--- config.mk ---
export PLATFORM = sky130hd
export DESIGN_NAME = rtc_evt_irq
export DESIGN_NICKNAME = d
export VERILOG_FILES = /design/src/rtl/rtc_evt_irq.sv
export SDC_FILE = /design/constraint.sdc
export NUM_CORES = 1
export LEC_CHECK = 0
export BUFFER_PORTS_ARGS = -buffer_cell sky130_fd_sc_hd__buf_2
export CAP_MARGIN = 20
export CORE_MARGIN = 3
export CORE_UTILIZATION = 35
export CTS_CLUSTER_SIZE = 30
export DETAILED_ROUTE_END_ITERATION = 12
export HOLD_SLACK_MARGIN = 0.03
export PLACE_DENSITY_LB_ADDON = 0.2
export SLEW_MARGIN = 10
export SYNTH_ARGS = -nofsm -noshare
export SYNTH_HDL_FRONTEND = slang
export SYNTH_SLANG_ARGS = --single-unit
export TNS_END_PERCENT = 50
--- constraint.sdc ---
create_clock -name clk -period 1.3 [get_ports clk]
set_clock_uncertainty 0.15 [all_clocks]
set_input_delay 0.26 -clock clk [delete_from_list [all_inputs] [get_ports clk]]
set_output_delay 0.26 -clock clk [all_outputs]
set_load 0.05 [all_outputs]
--- src/rtl/rtc_evt_irq.sv ---
module rtc_evt_irq #(
  parameter int W        = 16,
  parameter int BUSY_BIT = 14,
  parameter logic [W-1:0] KEEP = 16'h807F
) (
  input  logic         clk,
  input  logic         rst_n,
  input  logic         ev_stopwatch,
  input  logic         ev_alarm,
  input  logic         ev_sec,
  input  logic         ev_min,
  input  logic         ev_hour,
  input  logic         ev_day,
  input  logic         ev_day_alarm,
  input  logic         ev_wr_done,
  input  logic         wr_busy,
  input  logic         sts_we,
  input  logic [W-1:0] sts_wdata,
  input  logic         en_we,
  input  logic [W-1:0] en_wdata,
  output logic [W-1:0] sts_rdata,
  output logic [W-1:0] en_rdata,
  output logic         irq
);
  logic [W-1:0] sts_q, en_q, set_v, clr_v;

  always_comb begin
    set_v     = '0;
    set_v[0]  = ev_stopwatch;
    set_v[1]  = ev_alarm;
    set_v[2]  = ev_sec;
    set_v[3]  = ev_min;
    set_v[4]  = ev_hour;
    set_v[5]  = ev_day;
    set_v[6]  = ev_day_alarm;
    set_v[15] = ev_wr_done;
  end

  assign clr_v = sts_we ? sts_wdata : '0;

  always_ff @(posedge clk or negedge rst_n) begin
    if (!rst_n) begin
      sts_q <= '0;
      en_q  <= '0;
    end else begin
      sts_q <= ((sts_q & ~clr_v) | set_v) & KEEP;
      if (en_we) en_q <= en_wdata & KEEP;
    end
  end

  assign sts_rdata = sts_q | (W'(wr_busy) << BUSY_BIT);
  assign en_rdata  = en_q;
  assign irq       = |(sts_q & en_q);

  assert_set_latched_R5: assert property (@(posedge clk) disable iff (!rst_n)
    $past(rst_n) |-> (($past(set_v) & ~sts_q) == '0));

  assert_clear_ones_R4: assert property (@(posedge clk) disable iff (!rst_n)
    ($past(rst_n) && $past(sts_we)) |-> ((sts_q & $past(sts_wdata & ~set_v)) == '0));

  assert_hold_idle_R9: assert property (@(posedge clk) disable iff (!rst_n)
    ($past(rst_n) && !$past(sts_we) && ($past(set_v) == '0)) |-> $stable(sts_q));

  assert_enable_hold_R7: assert property (@(posedge clk) disable iff (!rst_n)
    ($past(rst_n) && !$past(en_we)) |-> $stable(en_q));

  assert_irq_source_R8: assert property (@(posedge clk) disable iff (!rst_n)
    irq |-> ((sts_rdata & en_rdata) != '0));
endmodule

======== Word-level counts from Yosys, hierarchy flattened ========
Index checks and enable logic that the tools add are counted.
W data, S select, Z words.
storage, ports and cells
  bits in registers ....................... 16
  output and inout bits ................... 33
operators by class
  muxes and demuxes ....................... 1
  bitwise operators ....................... 5
  reduce and logical (&&, ||, !) cells .... 1
operators by type and width
  operator           number
  $and A16 B16 Y16   2
  $mux W16           1
  $not A16 Y16       1
  $or A16 B15 Y16    1
  $or A16 B16 Y16    1
  $reduce_or A16 Y1  1

======== Depth between registers and ports, before layout ========
  depth after elaboration ................. 4
  depth in mapped cells ................... 3

======== Least setup slack after synthesis ========
No wires, ideal clock.
  kind .................................... flip-flop to output port
  start ................................... reg en_q[0], in the netlist en_rdata[0]
  end ..................................... out irq
  arrival ................................. 1.302 ns
  required time ........................... 0.890 ns
  path slack .............................. -0.412 ns
  stages on the path, launching flop included .. 3
  buffers on the path ..................... 0
  path through ............................ dfrtp_1 > a22oi_1 > nand4_1
between the ends
  cells in the longest elaborated chain, start to end .. 2
ends and longest elaborated chain
  element                 line  text
  start, declared         25    logic [W-1:0] sts_q, en_q, set_v, clr_v;
  start signal, assigned  47    if (en_we) en_q <= en_wdata & KEEP;
  $and A16 B16 Y16        53    assign irq = |(sts_q & en_q);
  $reduce_or A16 Y1       53
  end, declared           23    output logic irq
Every way passes these cells.

======== Worst setup path after layout ========
  start ................................... reg sts_q[6]
  end ..................................... out irq
between the ends
  cells in the longest elaborated chain, start to end .. 2
ends and longest elaborated chain
  element                 line  text
  start, declared         25
  start signal, assigned  46    sts_q <= ((sts_q & ~clr_v) | set_v) & KEEP;
  $and A16 B16 Y16        53
  $reduce_or A16 Y1       53
Every way passes these cells.

==> impl_metrics.toml <==
[worst_setup_path]
crit_fanout = 2
arrival_ns = 1.21
crit_buf_inv = 1
worst_path_largest_cell_delay_ns = 0.41
crit_family = "flip-flops"
cp_slowest_cell = "dfrtp_2"
end_kind = "output port"
critPathRequiredTime_ns = 0.89
crit_chain = "a22oi_2 > nand4_1 > buf_6"
path_class = "register to output port"
start_kind = "register"

[power]
power_density_mw_per_mm2 = 1036
power_leakage_nw = 0.7111
peakVddDrop_mv = 0.8549

[grt]
track_usage_pct = 16.93
grt-ovfl-total = 0
antenna_found_initial = 0
grt_pass1_vias = 784
grt_max_degree = 17
grt_pass1_wl_um = 3394

[run_status]
status = "finished, violations left"
violations = "setup timing"

[timing]
final.period_utilization_pct = 124.5
hold_ws_ns = 0.05411
setup_ws_ns = -0.3184
slew_viol_final = 0
hold_violations = 0
finalSetupViolCount = 17
fin_crit_ns = 1.618
grt_setup_unrepaired = "yes"
fmax_mhz = 617.9

[layout]
area.sequential_um2 = 420.4
nFillCells = 159
fin_util_pct = 69.98
final_nets = 180
antenna_cells = 0
multiInputGateArea_um2 = 317.8
drive_gt1_share_pct = 68.42
syn2layout_area_growth_pct = 81.56

[worst_hold_path]
min_path_type = "input port to register"

[clock_tree]
cts-buffers-inserted = 3
cts_buffer_depth = 2
cts_tree = "yes"
clkTransAtPathRegs_ns = 0.09
cts_root_buffer = "clkbuf_4"
worstSkewPairLatency_ns = 0.28
numClockSinks = 16
htreeDepth = 1

[floorplanning]
pin_count = 78
start_util_pct = 38.54
die-area_mm2 = 0.002854
die_y_um = 53.42
core_area_mm2 = 0.002042
die_w_um = 53.42
row_count = 16

[drt]
post_drt_via_cell_ratio = 4.356
remaining_drc_errors = 0
drt_pass1_iterations = 3
initialDrtViolationCount = 4
num_vias = 697
final_antenna_net_count = 0
wl_per_cell_um = 13.01
finalWirelength_um = 2081

[synth]
synth-edff-count = 0
synth_adder_area_share_pct = 0
synthMuxAreaShare_pct = 15.26
synth_flop_cell = "dfrtp_1"
ys_warn_count = 0
synth_top_family_by_area = "buffers and inverters"
synth-xor-area-share_pct = 0
synth_largest_area_cell = "dfrtp_1"
syn_inst = 64
ys_types = 10
async_flop_share_pct = 100.0
synth.area.top_cells = "dfrtp_1 (51%), buf_4 (15%), mux2_4 (15%), a21o_1 (7.6%), a22oi_1 (3.8%)"
synth_compound_area_share_pct = 11.45
ys_ff_latch = 16
yosys.area_share.simple_pct = 4.610
synth_top_area_share_pct = 50.87
ys_seq_area_share_pct = 50.87
netlist_area_um2 = 787.0
synth.top_cells.by_count = "buf_4 (16), dfrtp_1 (16), a21o_1 (8), mux2_4 (8), nand2_1 (8)"
avgSynthCellArea_um2 = 12.30

[placed_design]
portBuffers = 44
place_ws_ns = -0.06307
place_hpwl_um = 1461
globalplace.congestion = 0.6846

[job]
maxCapViolCount = 0
through the flow:
stage	instance area, um^2	total power, W	TNS [ns]	std cells
global placement	1097	0.001073	-0.05658	147
detailed placement	1097	0.001079	-0.06307	147
CTS	1391	0.001467	-1.784	160
floorplan	859.6	0.0009566	-0.3216	78
global route	1429	0.001554	-2.205	160
finish	1429	0.001480	-1.541	160
state kept, by name (all words and copies together) (netlist names):
register / cells
en_rdata: 8
sts_q: 8
area by class of cell:
type / instances / share of cell area (%)
clock buffer: 3 / 1.576
multi-input combinational: 44 / 22.24
sequential: 16 / 29.42
tap: 27 / 2.364
timing repair buffer: 70 / 44.40
power breakdown:
part / switching [W] / internal, W / leakage (nW)
Sequential: 0.0000342 / 0.000546 / 0.161
Clock: 0.000146 / 0.000107 / 0.0138
Combinational: 0.000360 / 0.000286 / 0.536
final timing paths:
kind | startpoint | endpoint | slack [ns] | cells after the start
min | en_wdata[6] | en_rdata[6] | 0.05 | 2
min reg2reg | sts_q[4] | sts_q[4] | 0.45 | 2
max | sts_q[6] | irq | -0.32 | 3
min in group asynchronous | rst_n | en_rdata[4] | 0.26 | 2
max reg2reg | en_rdata[0] | en_rdata[0] | 0.12 | 3
max in group asynchronous | rst_n | sts_q[3] | 0.46 | 2
worst register-to-register path: stages (launching register included):
cell and delay, ns:
dfrtp_2 0.43, buf_6 0.12, buf_4 0.12, mux2_4 0.25
per-layer routing:
layer / vias to the layer above / routed length [um] / track usage [%]
li1: 325 / - / -
met1: 338 / 695 / 17.28
met2: 34 / 1209 / 32.65
met3: 0 / 176 / 6.197
met4: 0 / 0 / 2.553
met5: - / 0 / 0
repair_timing:
item                                    CTS  global route
hold buffers                              9             0
endpoints found under the setup margin   17            17
hold endpoints to repair                 24             0
pin swaps                                 2             2
gates resized for setup                  51            11
setup buffers                             2             1
logic make-up after synthesis:
group / count (synthesis)
other cells: 1
simple gates: 9
compound gates: 12
mux: 8
flops: 16
buf+inv: 18
layout by cell type, fill, tap and decap left out:
| cell type | n |
|---|---|
| a22oi_1 | 1 |
| mux2_4 | 8 |
| a22oi_2 | 3 |
| a21o_1 | 8 |
| buf_8 | 12 |
| conb_1 | 15 |
| nand2_1 | 8 |
| buf_2 | 27 |
| buf_6 | 17 |
| buf_4 | 5 |
| dfrtp_2 | 16 |
| clkbuf_4 | 3 |
| nand4_1 | 1 |
| dlygate4sd3_1 | 9 |
No activity file was read; power rests on OpenSTA's default activity.
